File: config.mk
export PLATFORM = sky130hd
export DESIGN_NAME = pd_frame_encoder
export DESIGN_NICKNAME = d
export VERILOG_FILES = /design/src/rtl/pdenc_pkg.sv /design/src/rtl/pdenc_crc32.sv /design/src/rtl/pdenc_framer.sv /design/src/rtl/pdenc_bmc.sv /design/src/rtl/pd_frame_encoder.sv
export SDC_FILE = /design/constraint.sdc
export NUM_CORES = 1
export LEC_CHECK = 0
export CORE_MARGIN = 3
export CORE_UTILIZATION = 29
export CTS_CLUSTER_SIZE = 28
export DETAILED_ROUTE_END_ITERATION = 6
export MAX_ROUTING_LAYER = met4
export PLACE_DENSITY = 0.48
export SYNTH_ARGS = -nofsm -noshare
export SYNTH_HDL_FRONTEND = slang
export SYNTH_SLANG_ARGS = --single-unit
export TNS_END_PERCENT = 20
File: constraint.sdc
create_clock -name clk -period 4.9 [get_ports clk]
set_clock_uncertainty 0.05 [all_clocks]
set_input_delay 0.49 -clock clk [delete_from_list [all_inputs] [get_ports clk]]
set_output_delay 0.49 -clock clk [all_outputs]
set_load 0.05 [all_outputs]
File: src/rtl/pdenc_pkg.sv
package pdenc_pkg;

   localparam int MAX_OBJS = 7;
   localparam int OBJ_W    = 32;
   localparam int HDR_W    = 16;
   localparam int SYM_W    = 5;
   localparam int PRE_BITS = 64;
   localparam int SYNC_LEN = 4;
   localparam int CRC_NIBS = 8;
   localparam int BODY_W   = HDR_W + MAX_OBJS * OBJ_W;
   localparam int CNT_LSB  = 12;

   // Line codes; bit 0 goes on the wire first
   localparam logic [SYM_W-1:0] SYM_SOP_A = 5'b11000;
   localparam logic [SYM_W-1:0] SYM_SOP_B = 5'b10001;
   localparam logic [SYM_W-1:0] SYM_HRA   = 5'b00111;
   localparam logic [SYM_W-1:0] SYM_HRB   = 5'b11001;
   localparam logic [SYM_W-1:0] SYM_END   = 5'b01101;

   localparam logic [31:0] CRC_SEED = 32'hFFFF_FFFF;
   localparam logic [31:0] CRC_REFL = 32'hEDB8_8320;

   typedef enum logic [2:0] {
      PH_IDLE,
      PH_PRE,
      PH_SYNC,
      PH_BODY,
      PH_CRC,
      PH_EOP,
      PH_TAIL
   } phase_t;

   function automatic logic [SYM_W-1:0] nib_to_sym(input logic [3:0] n);
      logic [SYM_W-1:0] s;
      case (n)
         4'h0: s = 5'b11110;
         4'h1: s = 5'b01001;
         4'h2: s = 5'b10100;
         4'h3: s = 5'b10101;
         4'h4: s = 5'b01010;
         4'h5: s = 5'b01011;
         4'h6: s = 5'b01110;
         4'h7: s = 5'b01111;
         4'h8: s = 5'b10010;
         4'h9: s = 5'b10011;
         4'hA: s = 5'b10110;
         4'hB: s = 5'b10111;
         4'hC: s = 5'b11010;
         4'hD: s = 5'b11011;
         4'hE: s = 5'b11100;
         default: s = 5'b11101;
      endcase
      return s;
   endfunction

   // Four reflected CRC steps, data bit 0 first
   function automatic logic [31:0] crc_step_nib(input logic [31:0] c, input logic [3:0] n);
      logic [31:0] r;
      r = c;
      for (int i = 0; i < 4; i++) begin
         if (r[0] ^ n[i]) r = (r >> 1) ^ CRC_REFL;
         else             r = r >> 1;
      end
      return r;
   endfunction

endpackage

File: src/rtl/pdenc_crc32.sv
module pdenc_crc32
   import pdenc_pkg::*;
#(
   parameter int NIBS_PER_UPD = 1
) (
   input  logic        clk,
   input  logic        rst_n,
   input  logic        clear,
   input  logic        upd,
   input  logic [3:0]  nib,
   output logic [31:0] crc_q
);

   logic [31:0] crc_r;
   logic [31:0] crc_next;

   generate
      if (NIBS_PER_UPD == 1) begin : g_single
         assign crc_next = crc_step_nib(crc_r, nib);
      end else begin : g_repeat
         // Same nibble folded several times; kept for wider variants
         always_comb begin
            crc_next = crc_r;
            for (int k = 0; k < NIBS_PER_UPD; k++) crc_next = crc_step_nib(crc_next, nib);
         end
      end
   endgenerate

   always_ff @(posedge clk or negedge rst_n) begin
      if (!rst_n)      crc_r <= CRC_SEED;
      else if (clear)  crc_r <= CRC_SEED;
      else if (upd)    crc_r <= crc_next;
   end

   assign crc_q = crc_r;

endmodule

File: src/rtl/pdenc_framer.sv
module pdenc_framer
   import pdenc_pkg::*;
(
   input  logic              clk,
   input  logic              rst_n,
   input  logic              load,
   input  logic              load_hard,
   input  logic [BODY_W-1:0] load_body,
   input  logic [2:0]        load_cnt,
   input  logic              take,
   input  logic              finish,
   input  logic [31:0]       crc_val,
   output logic              crc_clr,
   output logic              crc_upd,
   output logic [3:0]        crc_nib,
   output logic              bit_o,
   output logic              final_o
);

   localparam int CW = $clog2(PRE_BITS);
   localparam int NW = $clog2(4 + 8 * MAX_OBJS);
   localparam logic [2:0] LAST_BIT = 3'(SYM_W - 1);

   phase_t             phase;
   logic [CW-1:0]      cnt;
   logic [2:0]         bidx;
   logic [SYM_W-1:0]   sym;
   logic               hard;
   logic [BODY_W-1:0]  body_sr;
   logic [31:0]        crc_sr;
   logic [NW-1:0]      nib_left;
   logic [31:0]        crc_fin;
   logic               sym_end;

   assign crc_fin = ~crc_val;
   assign sym_end = take && (bidx == LAST_BIT);

   assign crc_clr = load;
   assign crc_nib = body_sr[3:0];
   assign crc_upd = sym_end &&
                    ((phase == PH_SYNC && cnt == CW'(SYNC_LEN - 1) && !hard) ||
                     (phase == PH_BODY && nib_left != '0));

   always_comb begin
      case (phase)
         PH_PRE:                            bit_o = cnt[0];
         PH_SYNC, PH_BODY, PH_CRC, PH_EOP:  bit_o = sym[bidx];
         default:                           bit_o = 1'b0;
      endcase
   end

   assign final_o = (phase == PH_TAIL);

   always_ff @(posedge clk or negedge rst_n) begin
      if (!rst_n) begin
         phase    <= PH_IDLE;
         cnt      <= '0;
         bidx     <= '0;
         sym      <= '0;
         hard     <= 1'b0;
         body_sr  <= '0;
         crc_sr   <= '0;
         nib_left <= '0;
      end else if (load) begin
         phase    <= PH_PRE;
         cnt      <= '0;
         bidx     <= '0;
         hard     <= load_hard;
         body_sr  <= load_body;
         nib_left <= NW'(3 + 8 * int'(load_cnt));
      end else if (finish) begin
         phase <= PH_IDLE;
      end else if (take) begin
         case (phase)
            PH_PRE: begin
               if (cnt == CW'(PRE_BITS - 1)) begin
                  phase <= PH_SYNC;
                  cnt   <= '0;
                  bidx  <= '0;
                  sym   <= hard ? SYM_HRA : SYM_SOP_A;
               end else begin
                  cnt <= cnt + 1'b1;
               end
            end
            PH_SYNC, PH_BODY, PH_CRC, PH_EOP: begin
               if (bidx != LAST_BIT) begin
                  bidx <= bidx + 1'b1;
               end else begin
                  bidx <= '0;
                  case (phase)
                     PH_SYNC: begin
                        if (cnt == CW'(SYNC_LEN - 1)) begin
                           if (hard) begin
                              phase <= PH_TAIL;
                           end else begin
                              phase   <= PH_BODY;
                              sym     <= nib_to_sym(body_sr[3:0]);
                              body_sr <= body_sr >> 4;
                           end
                        end else begin
                           cnt <= cnt + 1'b1;
                           if (cnt == CW'(SYNC_LEN - 2)) sym <= hard ? SYM_HRB : SYM_SOP_B;
                           else                          sym <= hard ? SYM_HRA : SYM_SOP_A;
                        end
                     end
                     PH_BODY: begin
                        if (nib_left == '0) begin
                           phase  <= PH_CRC;
                           cnt    <= '0;
                           sym    <= nib_to_sym(crc_fin[3:0]);
                           crc_sr <= crc_fin >> 4;
                        end else begin
                           sym      <= nib_to_sym(body_sr[3:0]);
                           body_sr  <= body_sr >> 4;
                           nib_left <= nib_left - 1'b1;
                        end
                     end
                     PH_CRC: begin
                        if (cnt == CW'(CRC_NIBS - 1)) begin
                           phase <= PH_EOP;
                           sym   <= SYM_END;
                        end else begin
                           cnt    <= cnt + 1'b1;
                           sym    <= nib_to_sym(crc_sr[3:0]);
                           crc_sr <= crc_sr >> 4;
                        end
                     end
                     default: phase <= PH_TAIL;
                  endcase
               end
            end
            default: ;
         endcase
      end
   end

endmodule

File: src/rtl/pdenc_bmc.sv
module pdenc_bmc #(
   parameter int HALF_CLKS = 2
) (
   input  logic clk,
   input  logic rst_n,
   input  logic launch,
   input  logic bit_i,
   input  logic final_i,
   output logic take_o,
   output logic fin_o,
   output logic line_o
);

   localparam int CELL_CLKS = 2 * HALF_CLKS;
   localparam int TW        = $clog2(CELL_CLKS + 1);
   localparam logic [TW-1:0] T_MID  = TW'(HALF_CLKS);
   localparam logic [TW-1:0] T_CELL = TW'(CELL_CLKS);

   logic          active;
   logic          cur_bit;
   logic          cur_final;
   logic          line_q;
   logic [TW-1:0] tcnt;
   logic          at_bound;

   assign at_bound = active && (tcnt == T_CELL);
   assign take_o   = at_bound && !cur_final;
   assign fin_o    = at_bound && cur_final;
   assign line_o   = line_q;

   always_ff @(posedge clk or negedge rst_n) begin
      if (!rst_n) begin
         active    <= 1'b0;
         cur_bit   <= 1'b0;
         cur_final <= 1'b0;
         line_q    <= 1'b0;
         tcnt      <= '0;
      end else if (launch) begin
         active    <= 1'b1;
         cur_bit   <= 1'b0;
         cur_final <= 1'b0;
         tcnt      <= T_CELL;
      end else if (active) begin
         if (tcnt == T_CELL) begin
            if (cur_final) begin
               active <= 1'b0;
            end else begin
               line_q    <= ~line_q;
               cur_bit   <= bit_i;
               cur_final <= final_i;
               tcnt      <= TW'(1);
            end
         end else begin
            if (tcnt == T_MID && cur_bit) line_q <= ~line_q;
            tcnt <= tcnt + 1'b1;
         end
      end
   end

endmodule

File: src/rtl/pd_frame_encoder.sv
module pd_frame_encoder
   import pdenc_pkg::*;
#(
   parameter int HALF_CLKS = 2
) (
   input  logic                      clk,
   input  logic                      rst_n,
   input  logic                      start,
   input  logic                      hard_rst_req,
   input  logic [HDR_W-1:0]          header,
   input  logic [MAX_OBJS*OBJ_W-1:0] data_objs,
   output logic                      ready,
   output logic                      busy,
   output logic                      done,
   output logic                      line_out
);

   initial begin
      if (HALF_CLKS < 1) $fatal(1, "HALF_CLKS must be at least 1");
   end

   logic              busy_q;
   logic              done_q;
   logic              accept;
   logic              take;
   logic              fin;
   logic              cur_bit;
   logic              cur_final;
   logic              crc_clr;
   logic              crc_upd;
   logic [3:0]        crc_nib;
   logic [31:0]       crc_val;
   logic [BODY_W-1:0] body_vec;

   assign accept = start && !busy_q;

   assign body_vec[HDR_W-1:0] = header;
   generate
      for (genvar i = 0; i < MAX_OBJS; i++) begin : g_obj
         assign body_vec[HDR_W + i*OBJ_W +: OBJ_W] = data_objs[i*OBJ_W +: OBJ_W];
      end
   endgenerate

   always_ff @(posedge clk or negedge rst_n) begin
      if (!rst_n) begin
         busy_q <= 1'b0;
         done_q <= 1'b0;
      end else begin
         done_q <= fin;
         if (accept)   busy_q <= 1'b1;
         else if (fin) busy_q <= 1'b0;
      end
   end

   pdenc_crc32 #(.NIBS_PER_UPD(1)) u_crc (
      .clk   (clk),
      .rst_n (rst_n),
      .clear (crc_clr),
      .upd   (crc_upd),
      .nib   (crc_nib),
      .crc_q (crc_val)
   );

   pdenc_framer u_framer (
      .clk       (clk),
      .rst_n     (rst_n),
      .load      (accept),
      .load_hard (hard_rst_req),
      .load_body (body_vec),
      .load_cnt  (header[CNT_LSB +: 3]),
      .take      (take),
      .finish    (fin),
      .crc_val   (crc_val),
      .crc_clr   (crc_clr),
      .crc_upd   (crc_upd),
      .crc_nib   (crc_nib),
      .bit_o     (cur_bit),
      .final_o   (cur_final)
   );

   pdenc_bmc #(.HALF_CLKS(HALF_CLKS)) u_bmc (
      .clk     (clk),
      .rst_n   (rst_n),
      .launch  (accept),
      .bit_i   (cur_bit),
      .final_i (cur_final),
      .take_o  (take),
      .fin_o   (fin),
      .line_o  (line_out)
   );

   assign busy  = busy_q;
   assign done  = done_q;
   assign ready = !busy_q;

endmodule

After elaboration in Yosys (flattened, before gate mapping) --
Memory sizes are Yosys's and may differ from the RTL's. Index checks and enable logic that the tools add are counted.
Word-level totals: memory bits (read-only) 320, memories kept 4, bits in writable memories 0, output and inout port bits 4, input port bits 244, flip-flop bits (word level) 337, latch bits 0
Cells by class: multipliers 0, reductions and logical operators 42, div/mod/pow operators 0, $lt $le $gt $ge 1, shift-type cells 0, add/subtract/negate cells 5, eq/ne operators 40, mux-type cells 87, bitwise logic cells 13
Memory list:
- (name not given) | depth 16, width 5, read ports 1, clocked after memory_dff 0, write ports 0, RTL line pdenc_pkg.sv:35 | case (n)
- (name not given) | depth 16, width 5, read ports 1, clocked after memory_dff 0, write ports 0, RTL line pdenc_pkg.sv:35
- (name not given) | depth 16, width 5, read ports 1, clocked after memory_dff 0, write ports 0, RTL line pdenc_pkg.sv:35
- (name not given) | depth 16, width 5, read ports 1, clocked after memory_dff 0, write ports 0, RTL line pdenc_pkg.sv:35
Operators by type and width (count):
- 2-to-1 mux 240 bit | 8
- one-hot mux 240 bit (2 select lines) | 1
- 2-to-1 mux 32 bit | 8
- 2-to-1 mux 6 bit | 15
- one-hot mux 32 bit (2 select lines) | 1
- inverter 13 -> 14 bit | 4
- 2-to-1 mux 3 bit | 18
- 2-to-1 mux 5 bit | 8
- inverter 32 bit | 1
- AND reduction 8 bit | 4
- != test 4 bit, second input constant | 5
- nonzero test 2 bit | 10
- 2-to-1 mux 1 bit | 18
- != test 3 bit, second input constant | 6
- one-hot mux 6 bit (3 select lines) | 1
- != test 2 bit, second input constant | 8
- == test 3 bit, second input constant | 5
- one-hot mux 5 bit (3 select lines) | 1
- == test 6 x 2 -> 1 bit, second input constant | 2
- one-hot mux 3 bit (2 select lines) | 2
- one-hot mux 6 bit (2 select lines) | 1
- logical AND 1 bit | 10
- != test 5 bit, second input constant | 2
- one-hot mux 5 bit (2 select lines) | 1
- 33 further kinds | 48

Longest topological paths before layout --
word-level depth 10, mapped depth 11, mapped depth without buffers 8

By module --
From an unflattened synthesis, not the netlist that was laid out.
Second synthesis, totals: cells, all modules 1677, area total of the unflattened synthesis 16353.2 um^2
Modules (own cells, without submodules):
- pdenc_framer | area an instance 14097.3 um^2, seq. area each 7307.0 um^2, times used 1, cells an instance 1474
- pdenc_crc32 | area an instance 1750.4 um^2, seq. area each 840.8 um^2, times used 1, cells an instance 155
- pdenc_bmc | area an instance 435.4 um^2, seq. area each 175.2 um^2, times used 1, cells an instance 43
- pd_frame_encoder | area an instance 70.1 um^2, seq. area each 50.0 um^2, times used 1, cells an instance 5

Worst setup path before layout --
No wires, ideal clock.
path type register to register, start register u_bmc.tcnt[0], end register u_framer.sym[3], path slack 2.651 ns, required time 4.783 ns, arrival time 2.132 ns, buffers on the path 2, library setup time 0.067 ns, cell stages (with the launch flop) 10, cell sequence dfrtp_1 > inv_1 > ha_1 > clkbuf_1 > nand4b_2 > a211o_1 > a311o_1 > buf_2 > a311oi_2 > a32o_1
Between the ends: word-level cells in the longest chain between the ends 5, elaborated cells between the ends (all ways) 6, classes of those cells 1 x eq/ne; 1 x bitwise; 4 x reduce/logical
Ends and longest elaborated chain:
- from (decl) | RTL line pdenc_bmc.sv:23 | logic [TW-1:0] tcnt;
- from (signal assigned) | RTL line pdenc_bmc.sv:55 | tcnt <= tcnt + 1'b1;
- == test 3 bit (*) | RTL line pdenc_bmc.sv:26 | assign at_bound = active && (tcnt == T_CELL);
- logical AND 1 bit (*) | RTL line pdenc_bmc.sv:26
- logical AND 1 bit | RTL line pdenc_bmc.sv:28 | assign fin_o = at_bound && cur_final;
- inverter 1 bit (no source line)
- AND reduction 8 bit (no source line) (*)
- to (signal assigned) | RTL line pdenc_framer.sv:110 | sym <= nib_to_sym(crc_fin[3:0]);
- to (signal assigned) | RTL line pdenc_framer.sv:113 | sym <= nib_to_sym(body_sr[3:0]);
- to (signal assigned) | RTL line pdenc_framer.sv:124 | sym <= nib_to_sym(crc_sr[3:0]);
- to (decl) | RTL line pdenc_framer.sv:27 | logic [SYM_W-1:0] sym;
Every way passes the cells marked *; elsewhere a longest branch is shown, timed or not. A chain may end at the register's enable or synchronous reset.

Worst setup path in the final report --
start register u_framer.cnt[0], end register u_framer.body_sr[97]
Between the ends: word-level cells in the longest chain between the ends 3
Ends and longest elaborated chain:
- from (decl) | RTL line pdenc_framer.sv:25 | logic [CW-1:0] cnt;
- from (signal assigned) | RTL line pdenc_framer.sv:82 | cnt <= cnt + 1'b1;
- from (signal assigned) | RTL line pdenc_framer.sv:101 | cnt <= cnt + 1'b1;
- from (signal assigned) | RTL line pdenc_framer.sv:123 | cnt <= cnt + 1'b1;
- == test 6 x 2 -> 1 bit | RTL line pdenc_framer.sv:92 | if (cnt == CW'(SYNC_LEN - 1)) begin
- != test 3 bit (no source line)
- AND reduction 8 bit (no source line)
- to (signal assigned) | RTL line pdenc_framer.sv:69 | body_sr <= load_body;
- to (signal assigned) | RTL line pdenc_framer.sv:98 | body_sr <= body_sr >> 4;
- to (signal assigned) | RTL line pdenc_framer.sv:114 | body_sr <= body_sr >> 4;
- to (decl) | RTL line pdenc_framer.sv:29 | logic [BODY_W-1:0] body_sr;
Every way passes these cells.

==> results by group <==
Status
  • Status: finished clean

Timing
  • Worst Tran Pin Value: ~1.3 ns
  • Fmax: slightly above 300 MHz
  • WHS: ~0.42 ns
  • Slew Limit Fails: 0
  • Slew Limit Headroom: between 10% and 20%
  • Final period util: 65.61%
  • Minimum clock period after layout: approximately 3.2 ns
  • Setup TNS: 0 ns
  • Final hold vios: 0
  • RSZ-0062 raised after global routing: no
  • Final setup fails: 0
  • Setup ws final: 1.685 ns

Drt
  • Vias per inst: 4.916
  • Wirelength per Cell: 16.99 um
  • DR vias: 13,950
  • DRT antenna net count: 0
  • DRT Wirelength: just under 50,000 um
  • Initial DRC count: 1,116
  • First-pass iteration count of the detailed router: 6
  • # DRC: 0

Final layout
  • Ratio of cells with drive above 1 in the final layout: 6.043%
  • Area occupied by multi-input gates: 6945 um2
  • Filler cells: around 5,600
  • Storage element area: 8373 um2
  • NumNets Final: ~2,300
  • Post-Layout Cell Count: 2,837
  • Area delta synth->final: 26.30%

Floorplan
  • Core area: 54,350 um2
  • Die H: approximately 240 um
  • Row cnt: 85
  • Die X: 241.7 um
  • Io pins: around 250
  • Die ar.: 58,440 um2
  • Starting Density: 29.65%

Synthesis
  • EDFF count, synth: 0
  • Synthesized area: between 15,000 and 20,000 um2
  • Largest area contributor in the netlist: dfrtp_1
  • Async set or reset register ratio after synthesis: 100.0%
  • Syn Nets: 2,156
  • Cell variety after synth: 66
  • Post-synth top area share: 46.74%
  • Post-synthesis average cell area: 8.477 um2
  • Synth warnings: 0
  • Seq/Total Area, Yosys: 51.96%
  • Top_reg_cell synth: dfrtp_1
  • Post-Syn Instances: 1,901
  • Synthesis-stage register bit count: 333
  • Top cells by area, synth: dfrtp_1 (47%), nand2_1 (13%), a31oi_1 (9.4%)

Power and ir drop
  • Maximum vdd ir drop: 0.0002648 V
  • Switching part of the total: 32.60%
  • Clk pwr share: 30.5%
  • Seq pwr share: 44.9%
  • Psw: 3279 uW
  • Cell-internal power: 6779 uW
  • P_leak: slightly below 0.009 uW
  • Combinational Power Share: 24.6%
  • Cell Pwr Density: 494.2 nW/um2

Critical path
  • Reg2reg setup slack: 1.69 ns
  • R2R Path Start: u_framer.cnt[0]
  • CP max FO: 186
  • Crit path arrival time: 3.64 ns
  • Worst Reg2Reg Path Length in Cells: 8
  • R2R Path End: u_framer.body_sr[97]
  • CP Capture Type: register
  • Critical Path RT: approximately 5.3 ns
  • Startpoint Class: register
  • Critical path class: register to register

CTS
  • Clock slew at reported path FFs: around 0.060 ns
  • CTS tree: yes
  • CTS root buffer: clkbuf_16
  • Post-CTS Setup Inserts: 0
  • Worst-skew pair later-pin latency: 0.56 ns
  • Max clock buf depth: 3
  • CTS Hold Bufs: 1
  • Htree depth: 2
  • CTS resizes: 0
  • Clock tree sinks: 333
  • CTS buffer count: 40

Global routing
  • Grt met2 use: 25.31%
  • Number of global-route vias before repair: 13,870
  • GRT Total Usage: 16.54%
  • Initial antenna violation count: 13
  • GR Util met1: 21.87%
  • First-pass GRT wire length: between 70,000 and 80,000 um
  • Most used routing layer in global routing: met2
  • GR met3 Demand/Resource: 3.822%
  • Pin count of the biggest net entering global routing: 260
  • Gr ovfl total: 0

Min path
  • Hold_sp: u_bmc.line_o
  • Worst Hold Depth: 1
  • Hold/Removal Path Class: register to register
  • Worst Hold Path EP: u_bmc.line_o

Placement
  • Final estimated routing congestion in global placement: 0.8645
  • Post-DP HPWL: 30,240 um
  • Post-place setup slack: between 1.5 and 2 ns
  • Port bufs: approximately 250
  • Placed cell count: roughly 2,800

Flow run
  • Max-cap violations: 0
## cell type report
class / instances / share of cell area (%)
Sequential cell: 333 / 41.14
Inverter: 18 / 0.3319
Clock inverter: 12 / 0.7131
Multi-Input combinational cell: 1401 / 34.12
Timing Repair Buffer: 260 / 13.09
Clock buffer: 61 / 5.901
Antenna cell: 13 / 0.1598
Tap cell: 739 / 4.543
## how the worst max path moves through the flow
stage / slack [ns] / start / endpoint
floorplan: 2.65 / u_bmc.tcnt[0] / u_framer.sym[3]
global placement: 1.80 / u_framer.phase[2] / u_framer.crc_sr[2]
detailed placement: 1.71 / u_framer.phase[2] / u_framer.crc_sr[2]
CTS: 1.69 / u_framer.phase[2] / u_framer.crc_sr[2]
global route: 1.41 / u_framer.phase[2] / u_framer.crc_sr[2]
finish: 1.69 / u_framer.cnt[0] / u_framer.body_sr[97]
## per-stage QoR
step                instance area, um2  utilization, %  power, uW
floorplan                        16120               -       6132
global placement                 18970           34.90       6982
detailed placement               18970           34.90       7030
CTS                              20320           37.39      10210
global route                     20350           37.45      10800
finish                           20350           37.45      10060
## logic make-up after synthesis
group / after synthesis / synth area share [%]
buffers and inverters: 167 / 5.132
adder cells (fa/ha/maj): 11 / 0.8540
XOR/XNOR: 46 / 2.686
AND/OR/NAND/NOR: 919 / 22.63
multiplexers: 3 / 0.2640
flip-flops: 333 / 51.96
AO/OA/AOI/OAI: 422 / 16.48
## power groups by stage
stage | clock [uW] | combinational [uW] | sequential [uW]
after floorplan | 0 | 1860 | 4270
after global placement | 0 | 2440 | 4540
after detailed placement | 0 | 2490 | 4540
after CTS | 3180 | 2510 | 4530
after global routing | 3300 | 2830 | 4670
final | 3060 | 2470 | 4520
## metal layers
metal	wire length, um	vias to the layer above
met5	0	-
met2	22590	288
met4	898	0
met1	22010	6821
li1	-	6775
met3	2706	62
## cell usage in the layout, fill, tap and decap left out, types with 3 or more instances in the layout
| cell | synthesis | final |
|---|---|---|
| nor4_1 | 7 | 7 |
| a2111oi_0 | 3 | 3 |
| buf_12 | 0 | 7 |
| inv_1 | 18 | 18 |
| xnor2_1 | 27 | 27 |
| o21ai_0 | 45 | 45 |
| nand2_1 | 562 | 562 |
| clkbuf_16 | 0 | 41 |
| nor3_1 | 14 | 14 |
| nand4_1 | 4 | 4 |
| xor2_2 | 3 | 3 |
| buf_4 | 1 | 5 |
| nand3_1 | 16 | 16 |
| xor2_1 | 15 | 15 |
| dfstp_2 | 32 | 32 |
| o21ai_1 | 8 | 8 |
| a211oi_1 | 4 | 4 |
| nor2b_1 | 7 | 6 |
| nand3b_1 | 4 | 4 |
| o31ai_1 | 4 | 4 |
| clkbuf_8 | 0 | 10 |
| a211o_1 | 4 | 4 |
| clkinv_2 | 0 | 6 |
| ha_1 | 11 | 11 |
| clkbuf_1 | 75 | 10 |
| diode_2 | 0 | 13 |
| clkdlybuf4s50_1 | 0 | 246 |
| a21o_1 | 3 | 3 |
| dfrtp_1 | 301 | 301 |
| nand2b_1 | 7 | 6 |
| a21oi_1 | 52 | 52 |
| o21a_1 | 4 | 4 |
| nor2_1 | 281 | 281 |
| a31oi_1 | 243 | 243 |
| o211ai_1 | 29 | 29 |
## flip-flops by register name (all words and copies together), names as in the netlist, 3 cells and up
| register | count |
|---|---|
| u_bmc.tcnt | 3 |
| u_crc.crc_q | 32 |
| u_framer.bidx | 3 |
| u_framer.body_sr | 240 |
| u_framer.cnt | 6 |
| u_framer.crc_sr | 28 |
| u_framer.nib_left | 6 |
| u_framer.phase | 3 |
| u_framer.sym | 5 |
## synthesized netlist by cell type (all sizes together), types with 4 or more instances
| cell type | count |
|---|---|
| nand4 | 4 |
| xor2 | 18 |
| a211o | 4 |
| o31ai | 4 |
| o21a | 4 |
| o21ai | 54 |
| nand2b | 7 |
| a2111oi | 4 |
| dfstp | 32 |
| dfrtp | 301 |
| o211ai | 29 |
| nor2 | 281 |
| ha | 11 |
| nor4 | 7 |
| a31oi | 243 |
| nand3 | 16 |
| clkbuf | 76 |
| a21oi | 52 |
| nand3b | 4 |
| inv | 18 |
| nand2 | 562 |
| xnor2 | 28 |
| buf | 73 |
| nor2b | 7 |
| nor3 | 15 |
| a211oi | 4 |
## worst max-delay path, cell delays in order, from the launching register on
cell and delay (ns):
dfrtp_1 0.42, ha_1 0.31, nor2b_1 0.26, nand3_1 0.19, a2111oi_4 0.39, buf_4 0.22, buf_12 0.35, nand2_1 0.17
a31oi_1 0.22
No activity file was read; power rests on OpenSTA's default activity.
